===== src/rtl/mstep_pkg.sv =====
package mstep_pkg;

  // ALU function codes carried in the control word
  localparam logic [2:0] FN_PASS_B = 3'b000;
  localparam logic [2:0] FN_PASS_C = 3'b001;
  localparam logic [2:0] FN_ADD    = 3'b010;
  localparam logic [2:0] FN_INC_B  = 3'b011;

  // opcode values (instruction bits 7:5)
  localparam int OPC_LOAD  = 0;
  localparam int OPC_STORE = 1;
  localparam int OPC_ADD   = 2;
  localparam int OPC_BRA   = 3;
  localparam int OPC_BEQ   = 4;
  localparam int OPC_FIRST_UNUSED = 5;

  typedef struct packed {
    logic       memRd;
    logic       memWr;
    logic       ldMar;
    logic       ldMbr;
    logic       ldPc;
    logic       ldIr;
    logic       ldR0;
    logic       ldR1;
    logic       ldZ;
    logic       bMbr;
    logic       bPc;
    logic       bIr;
    logic       bR0;
    logic       bR1;
    logic       cMbr;
    logic       cR0;
    logic       cR1;
    logic [2:0] aluFn;
    logic       mbrFromBus;
  } ctrlWord_t;

endpackage


===== src/rtl/mstep_onehot_dec.sv =====
module mstep_onehot_dec #(
  parameter int IN_W = 3,
  localparam int OUT_N = 1 << IN_W
) (
  input  logic [IN_W-1:0]  code,
  output logic [OUT_N-1:0] lines
);
  for (genvar i = 0; i < OUT_N; i++) begin : g_line
    assign lines[i] = (code == IN_W'(i));
  end
endmodule


===== src/rtl/mstep_alu.sv =====
module mstep_alu import mstep_pkg::*; #(
  parameter int DATA_W = 8
) (
  input  logic [2:0]        fn,
  input  logic [DATA_W-1:0] opB,
  input  logic [DATA_W-1:0] opC,
  output logic [DATA_W-1:0] res
);
  always_comb begin
    case (fn)
      FN_PASS_B: res = opB;
      FN_PASS_C: res = opC;
      FN_ADD:    res = opB + opC;
      FN_INC_B:  res = opB + DATA_W'(1);
      default:   res = '0;
    endcase
  end
endmodule


===== src/rtl/mstep_control.sv =====
module mstep_control import mstep_pkg::*; #(
  parameter int OP_W   = 3,
  parameter int STEP_W = 3
) (
  input  logic              clk,
  input  logic              rst,
  input  logic [OP_W-1:0]   opcode,
  input  logic              zFlag,
  output ctrlWord_t         cw,
  output logic [STEP_W-1:0] stepNow
);
  localparam int NSTEP = 1 << STEP_W;
  localparam int NOPC  = 1 << OP_W;

  logic [STEP_W-1:0] step;
  logic [NSTEP-1:0]  t;
  logic [NOPC-1:0]   op;
  logic isLoad, isStore, isAdd, isBra, isBeq, isNop, lastStep;

  mstep_onehot_dec #(.IN_W(STEP_W)) u_stepDec (.code(step),   .lines(t));
  mstep_onehot_dec #(.IN_W(OP_W))   u_opDec   (.code(opcode), .lines(op));

  assign isLoad  = op[OPC_LOAD];
  assign isStore = op[OPC_STORE];
  assign isAdd   = op[OPC_ADD];
  assign isBra   = op[OPC_BRA];
  assign isBeq   = op[OPC_BEQ];
  assign isNop   = |op[NOPC-1:OPC_FIRST_UNUSED];

  // sum-of-products control terms: step line AND instruction line
  always_comb begin
    cw.memRd      = t[2] | (t[5] & isLoad);
    cw.memWr      = t[6] & isStore;
    cw.ldMar      = t[0] | (t[4] & isLoad) | (t[5] & isStore);
    cw.ldMbr      = t[2] | (t[5] & isLoad) | (t[4] & isStore);
    cw.mbrFromBus = t[4] & isStore;
    cw.ldPc       = t[1] | (t[4] & isBra) | (t[4] & isBeq & zFlag);
    cw.ldIr       = t[3];
    cw.ldR0       = t[6] & isLoad;
    cw.ldR1       = t[4] & isAdd;
    cw.ldZ        = t[4] & isAdd;
    cw.bPc        = t[0] | t[1];
    cw.bMbr       = t[3] | (t[6] & isLoad);
    cw.bIr        = (t[4] & isLoad) | (t[5] & isStore) | (t[4] & (isBra | isBeq));
    cw.bR0        = t[4] & isAdd;
    cw.bR1        = 1'b0;
    cw.cMbr       = 1'b0;
    cw.cR0        = 1'b0;
    cw.cR1        = t[4] & (isStore | isAdd);
    cw.aluFn[0]   = t[1] | (t[4] & isStore);
    cw.aluFn[1]   = t[1] | (t[4] & isAdd);
    cw.aluFn[2]   = 1'b0;
  end

  assign lastStep = (t[6] & (isLoad | isStore))
                  | (t[4] & (isAdd | isBra | isBeq | isNop))
                  | t[7];

  always_ff @(posedge clk) begin
    if (rst || lastStep) step <= '0;
    else                 step <= step + STEP_W'(1);
  end

  assign stepNow = step;
endmodule


===== src/rtl/mstep_datapath.sv =====
module mstep_datapath import mstep_pkg::*; #(
  parameter int DATA_W = 8,
  parameter int ADDR_W = 5,
  localparam int OP_W  = DATA_W - ADDR_W
) (
  input  logic              clk,
  input  logic              rst,
  input  ctrlWord_t         cw,
  input  logic [DATA_W-1:0] memRData,
  output logic [ADDR_W-1:0] memAddr,
  output logic [DATA_W-1:0] memWData,
  output logic [OP_W-1:0]   irOp,
  output logic              zFlag,
  output logic [ADDR_W-1:0] pcOut,
  output logic [DATA_W-1:0] r0Out,
  output logic [DATA_W-1:0] r1Out
);
  logic [ADDR_W-1:0] pc, mar;
  logic [DATA_W-1:0] mbr, ir, r0, r1;
  logic              z;
  logic [DATA_W-1:0] busB, busC, aluOut;

  // wired-OR operand buses; the control keeps each one single-sourced
  assign busB = ({DATA_W{cw.bMbr}} & mbr)
              | ({DATA_W{cw.bPc}}  & DATA_W'(pc))
              | ({DATA_W{cw.bIr}}  & DATA_W'(ir[ADDR_W-1:0]))
              | ({DATA_W{cw.bR0}}  & r0)
              | ({DATA_W{cw.bR1}}  & r1);

  assign busC = ({DATA_W{cw.cMbr}} & mbr)
              | ({DATA_W{cw.cR0}}  & r0)
              | ({DATA_W{cw.cR1}}  & r1);

  mstep_alu #(.DATA_W(DATA_W)) u_alu (
    .fn (cw.aluFn),
    .opB(busB),
    .opC(busC),
    .res(aluOut)
  );

  always_ff @(posedge clk) begin
    if (rst) begin
      pc  <= '0;
      mar <= '0;
      mbr <= '0;
      ir  <= '0;
      r0  <= '0;
      r1  <= '0;
      z   <= 1'b0;
    end else begin
      if (cw.ldPc)  pc  <= aluOut[ADDR_W-1:0];
      if (cw.ldMar) mar <= aluOut[ADDR_W-1:0];
      if (cw.ldMbr) mbr <= cw.mbrFromBus ? aluOut : memRData;
      if (cw.ldIr)  ir  <= aluOut;
      if (cw.ldR0)  r0  <= aluOut;
      if (cw.ldR1)  r1  <= aluOut;
      if (cw.ldZ)   z   <= (aluOut == '0);
    end
  end

  assign memAddr  = mar;
  assign memWData = mbr;
  assign irOp     = ir[DATA_W-1:ADDR_W];
  assign zFlag    = z;
  assign pcOut    = pc;
  assign r0Out    = r0;
  assign r1Out    = r1;
endmodule


===== src/rtl/mstep_core.sv =====
module mstep_core import mstep_pkg::*; #(
  parameter int DATA_W = 8,
  parameter int ADDR_W = 5,
  parameter int STEP_W = 3
) (
  input  logic              clk,
  input  logic              rst,
  input  logic [DATA_W-1:0] memRData,
  output logic [ADDR_W-1:0] memAddr,
  output logic [DATA_W-1:0] memWData,
  output logic              memRd,
  output logic              memWr,
  output logic              fetchStart,
  output logic [ADDR_W-1:0] pcOut,
  output logic [DATA_W-1:0] r0Out,
  output logic [DATA_W-1:0] r1Out,
  output logic              zOut
);
  localparam int OP_W = DATA_W - ADDR_W;

  ctrlWord_t         ctrlNow;
  logic [STEP_W-1:0] stepNow;
  logic [OP_W-1:0]   irOp;
  logic              zFlag;

  mstep_control #(.OP_W(OP_W), .STEP_W(STEP_W)) u_ctrl (
    .clk    (clk),
    .rst    (rst),
    .opcode (irOp),
    .zFlag  (zFlag),
    .cw     (ctrlNow),
    .stepNow(stepNow)
  );

  mstep_datapath #(.DATA_W(DATA_W), .ADDR_W(ADDR_W)) u_dp (
    .clk     (clk),
    .rst     (rst),
    .cw      (ctrlNow),
    .memRData(memRData),
    .memAddr (memAddr),
    .memWData(memWData),
    .irOp    (irOp),
    .zFlag   (zFlag),
    .pcOut   (pcOut),
    .r0Out   (r0Out),
    .r1Out   (r1Out)
  );

  assign memRd      = ctrlNow.memRd;
  assign memWr      = ctrlNow.memWr;
  assign fetchStart = (stepNow == '0);
  assign zOut       = zFlag;
endmodule


===== config.mk =====
export PLATFORM = sky130hd
export DESIGN_NAME = mstep_core
export DESIGN_NICKNAME = d
export VERILOG_FILES = /design/src/rtl/mstep_pkg.sv /design/src/rtl/mstep_onehot_dec.sv /design/src/rtl/mstep_alu.sv /design/src/rtl/mstep_control.sv /design/src/rtl/mstep_datapath.sv /design/src/rtl/mstep_core.sv
export SDC_FILE = /design/constraint.sdc
export NUM_CORES = 1
export LEC_CHECK = 0
export CAP_MARGIN = 20
export CORE_ASPECT_RATIO = 0.8
export CORE_UTILIZATION = 52
export DETAILED_ROUTE_END_ITERATION = 8
export PLACE_DENSITY = 0.83
export SYNTH_ARGS = -nofsm -noshare
export SYNTH_HDL_FRONTEND = slang
export SYNTH_SLANG_ARGS = --single-unit

===== constraint.sdc =====
create_clock -name clk -period 4.21 [get_ports clk]
set_clock_uncertainty 0.15 [all_clocks]
set_input_delay 0.842 -clock clk [delete_from_list [all_inputs] [get_ports clk]]
set_output_delay 0.842 -clock clk [all_outputs]
set_load 0.02 [all_outputs]

# Yosys cells after proc, flatten, opt, wreduce, memory -nomap -nowiden
# Index checks and enable logic that the tools add are counted.
[classes] bitwise=42 mux=2 add_sub_neg=3 reduce_logical=6 n_eq_ne=17
[ops] operator="$pmux 8 s4" n=1
[ops] operator="$and 8x8->8" n=3
[ops] operator="$eq 3x3->1 const B" n=8
[ops] operator="$or 8x8->8" n=3
[ops] operator="$or 1x1->1" n=20
[ops] operator="$and 8x5->8" n=2
[ops] operator="$and 1x1->1" n=14
[ops] operator="$eq 3x2->1 const B" n=4
[ops] operator="$logic_not 3->1" n=3
[ops] operator="$add 8x1->8 const B" n=1
[ops] operator="$add 8x8->8" n=1
[ops] operator="$logic_not 8->1" n=1
[ops] operator="$mux 8" n=1
[ops] operator="$eq 3x1->1 const B" n=2
[ops] operator="$eq 2x2->1 const B" n=2
[ops] operator="$add 3x1->3 const B" n=1
[ops] operator="$reduce_or 3->1" n=1
[ops] operator="$eq 2x1->1 const B" n=1
[ops] operator="$logic_or 1x1->1" n=1
[totals] wordCells=78 out_inout_bits=38 ff_bits=46 in_bits=10

# Longest topological paths before layout
[logic_depth] depth_word=10 mapped_depth=17 ltp_nobuf=15

# Modules after synthesis
# Synthesis repeated with hierarchy kept, for this count alone.
[hier_totals] cells_unflattened=337 area_unflattened_um2=2951.6
[by_module_without_submodules] module="mstep_datapath" seq_area_each_um2=860.8 cells_each=199 n_inst=1 area_each_um2=1918.1
[by_module_without_submodules] module="mstep_alu" seq_area_each_um2=0.0 cells_each=82 n_inst=1 area_each_um2=591.8
[by_module_without_submodules] module="mstep_control" seq_area_each_um2=60.1 cells_each=39 n_inst=1 area_each_um2=301.5
[by_module_without_submodules] module="mstep_onehot_dec" seq_area_each_um2=0.0 cells_each=8 n_inst=2 area_each_um2=65.1
[by_module_without_submodules] module="mstep_core" seq_area_each_um2=0.0 cells_each=1 n_inst=1 area_each_um2=10.0

# Worst setup path before layout
# No wires, ideal clock.
[synth_timing] path_kind="reg-to-reg" from="register u_ctrl.step[0] (netlist: u_ctrl.stepNow[0])" to="register u_dp.mar[4] (netlist: u_dp.memAddr[4])" synth_period_minus_slack_ps=3559 setup_ps=162 stages_incl_launch_ff=16 n_path_buf=2 t_required_ps=3898 t_arrival_ps=3246 setup_slack_ps=651 path_cell_list="dfxtp_1 -> inv_1 -> ha_1 -> and3b_1 -> buf_2 -> and2_4 -> buf_2 -> a222oi_1 -> nand2_1 -> ha_1 -> fa_1 -> a21o_1 -> a21oi_1 -> xnor2_1 -> a222oi_1 -> a211oi_1"
[synth_via] elab_chain_len=9 elab_cells_between_ends=36 cone_classes="2 x add/sub; 8 x eq/ne; 1 x mux; 23 x bitwise; 2 x reduce/logical"
[synth_rtl] item="start: declaration" line_no="mstep_control.sv:15" source="logic [STEP_W-1:0] step;"
[synth_rtl] item="start signal: assignment" line_no="mstep_control.sv:61" source="else step <= step + STEP_W'(1);"
[synth_rtl] item="$eq 3x3->1" line_no="mstep_onehot_dec.sv:9" source="assign lines[i] = (code == IN_W'(i));"
[synth_rtl] item="$and 1x1->1 (on tied branches)" line_no="mstep_control.sv:43, mstep_control.sv:34, mstep_control.sv:44"
[synth_rtl] item="$or 1x1->1 (on tied branches)" line_no="mstep_control.sv:43, mstep_control.sv:44"
[synth_rtl] item="$and 8x8->8 or $or 1x1->1 (tied branches)" line_no="mstep_datapath.sv:24, mstep_control.sv:44"
[synth_rtl] item="$or 8x8->8 or $and 8x5->8 (tied branches)" line_no="mstep_datapath.sv:25, mstep_datapath.sv:26"
[synth_rtl] item="$or 8x8->8" line_no="mstep_datapath.sv:26" source="| ({DATA_W{cw.bIr}} & DATA_W'(ir[ADDR_W-1:0]))"
[synth_rtl] item="$or 8x8->8" line_no="mstep_datapath.sv:27" source="| ({DATA_W{cw.bR0}} & r0)"
[synth_rtl] item="$add 8x1->8 or $add 8x8->8 (tied branches)" line_no="mstep_alu.sv:14, mstep_alu.sv:13"
[synth_rtl] item="$pmux 8 s4" line_no="mstep_alu.sv:10" source="case (fn)"
[synth_rtl] item="end signal: assignment" line_no="mstep_datapath.sv:52" source="if (cw.ldMar) mar <= aluOut[ADDR_W-1:0];"
[synth_rtl] item="end: declaration" line_no="mstep_datapath.sv:18" source="logic [ADDR_W-1:0] pc, mar;"
# Parallel ways exist; a longest one is shown, timed or not.
# A chain may end at the register's enable or synchronous reset.

# Worst setup path after layout
# Ends and elaborated chain as after synthesis.

==> impl_metrics.toml <==
[outcome]
status = "completed"

[worst_hold_path]
min_from = "u_ctrl.stepNow[0]"
hold-path-cell-count = 1
min_to = "u_ctrl.stepNow[0]"
hp-class = "flip-flop to flip-flop"

[setup_path]
cp.required_ps = 4230
r2r-start = "u_ctrl.stepNow[0]"
critical_path_class = "flip-flop to flip-flop"
reg2reg_depth = 13
end_kind = "flip-flop"
reg2reg_to = "u_dp.memAddr[4]"
rrSetupSlack_ps = 320
slowest_stage = "a222oi_1"
start_kind = "flip-flop"
crit_arrival_ps = 3910
path_max_fanout = 21
slowest_delay_ps = 600
path_cells = "inv_1, ha_1, and3b_1, and2_4, a222oi_1, nand2_1, ha_1, fa_1, a21o_1, a21oi_1, xnor2_1, a222oi_1, a211oi_1"

[clock_tree]
worstSkewPairLatency_ps = 310
root_buffer = "clkbuf_8"
cts_resized = 0
cts_tree = "yes"
clkTransAtPathRegs_ps = 90
cts_htree_levels = 2
hold_buffers = 0
cts.sinks = 46
cts_max_path_buffers = 2
post_cts_buffers = 0
numCtsBuffers = 5

[grt]
grt_max_degree = 24
antenna_found_initial = 0
grt_pass1_vias = 2303
grt_pass1_wl_mm = 11.5
grt_overflow = 0
grtUsageTotal = 0.289

[logic_synthesis]
synth_edf_count = 0
synthSimpleGateAreaFrac = 0.202
synth-compound-area-share = 0.248
synth_adder_area_share = 0.0708
syn-num-nets = 329
synth_top_family_by_area = "compound AO/OA/AOI/OAI gates"
synth_ff_type = "dfxtp_1"
yosysSeqAreaShare = 0.357
synth_warnings = 0
ys_async_sr_fraction = 0
synth.area.mux_share = 0.0509
synth_area_um2 = 2580
synth.avg_cell_area_um2 = 8.46
syn_inst = 305
yosys.cell_types.count = 51
ys_ff_latch = 46
synth-xor-area-share = 0.0291

[die]
coreArea_um2 = 4680
num_rows = 22
die_h_um = 65.0
die_w_um = 80.8
ios = 48
initial_core_util = 0.552
die-area_um2 = 5250

[place]
numPortBuffers = 47
hpwl_mm = 5.05
gp_congestion = 0.979
placed_area_um2 = 3080

[layout]
nNetsFinal = 372
num_antenna_cells = 0
final_common_cell = "nor2_1"
final_cell_mix = "nor2_1, clkdlybuf4s50_1, dfxtp_1"
final_cell_area_um2 = 3180
fill_cells = 404
drive_gt1_frac = 0.0659
syn_to_final_growth_pct = 23.3

[timing]
tns_ps = 0
period_needed_ps = 3890
slew_viol_final = 0
worst_pin_slew_ps = 699
hold_viol_final = 0
finalSetupViolCount = 0
maxSlewHeadroom = 0.534
finalCritPeriodShare = 0.925
fmax_ghz = 0.257
rsz0062_at_grt = "false"

[drt]
wl_met2_mm = 2.91
totalWireLength_mm = 6.80
ant_nets = 0
routed_via_density = 6.02
drc = 0
vias = 2461
drtIter0Drc = 291
routedWlPerCell_um = 16.6
maxUsedRoutingLayer = "met4"
drt-met1-wl_mm = 3.24
drtPass1Iterations = 6
wl_met3_um = 572

[power]
power_density_nw_per_um2 = 317
leakage_nw = 1.26
peakVddDrop_uv = 201

[flow_run]
maxCapViolCount = 0
-- state kept, by name, summed over array words and instances, names as in the netlist --
register / flops
u_ctrl.stepNow: 3
u_dp.ir: 8
u_dp.memAddr: 5
u_dp.memWData: 8
u_dp.pcOut: 5
u_dp.r0Out: 8
u_dp.r1Out: 8
u_dp.zFlag: 1
-- metrics by stage --
step                utilization  cells  total power [W]  worst slack, ps  hold WS, ps
global route              0.680    409          0.00107             95.1          366
CTS                       0.679    408          0.00101              340          340
floorplan                     -    305         0.000643              651          283
global placement          0.659    400         0.000726              539          298
finish                    0.680    409          0.00101              316          338
detailed placement        0.659    400         0.000731              358          317
-- synth_stat cells (all sizes together), types with 3 or more instances --
master  instances  area share
a211oi         32       0.093
a21o            4       0.012
a21oi          12       0.023
a222oi          5       0.019
a22oi           4       0.016
and2            8       0.020
buf             8       0.019
clkbuf         10       0.015
dfxtp          46        0.36
ha             13       0.063
inv             6      0.0087
mux2i          12       0.047
nand2          29       0.042
nand3           3      0.0058
nand4           3      0.0073
nor2           55       0.080
nor2b           5       0.012
nor3            4      0.0078
o21ai          13       0.025
xor2            4       0.014
-- report_power, final --
part           switching [W]  internal [W]  total [W]
clock               0.000163      0.000120   0.000283
combinational       0.000138      0.000106   0.000244
sequential         0.0000232      0.000460   0.000483
total               0.000324      0.000686    0.00101
-- routing by layer --
layer  vias to the layer above  global-route usage
met4                         0              0.0960
met5                         -                   0
met2                       125               0.428
li1                       1191                   -
met3                        11              0.0577
met1                      1134               0.415
-- worst max path at each step --
stage                      startpoint               to  slack, ps
global placement    u_ctrl.stepNow[2]  u_dp.memAddr[4]        540
finish              u_ctrl.stepNow[0]  u_dp.memAddr[4]        320
floorplan           u_ctrl.stepNow[0]  u_dp.memAddr[4]        650
global route        u_ctrl.stepNow[0]  u_dp.memAddr[4]        100
detailed placement  u_ctrl.stepNow[0]  u_dp.memAddr[4]        360
CTS                 u_ctrl.stepNow[0]  u_dp.memAddr[4]        340
-- final cells by class --
class                      count  area (um2)  area share
tap                           60        75.1      0.0236
inverter                       6        22.5     0.00708
clock buffer                   5        68.8      0.0216
clock inverter                 3        25.0     0.00786
sequential                    46         921       0.289
multi-input combinational    235        1550       0.487
timing repair buffer          54         520       0.164
-- cell families (layout without fill, tap and decap cells) --
family / after synthesis / count (layout)
xor gates and xnor gates: 7 / 7
and+or+nand+nor: 116 / 116
adders and majority gates: 14 / 14
AOI/OAI and AO/OA: 85 / 85
buffers and inverters: 24 / 68
DFF: 46 / 46
muxes: 13 / 13
-- worst max-delay path: cells and delay by family, from the launching register on --
kind	cells	cell delay (ps)
AO/OA/AOI/OAI	5	1410
XOR/XNOR	1	130
adder cells (fa/ha/maj)	3	950
buffers and inverters	1	90
flip-flops	1	410
AND/OR/NAND/NOR	3	640
No activity file was read; power rests on OpenSTA's default activity.
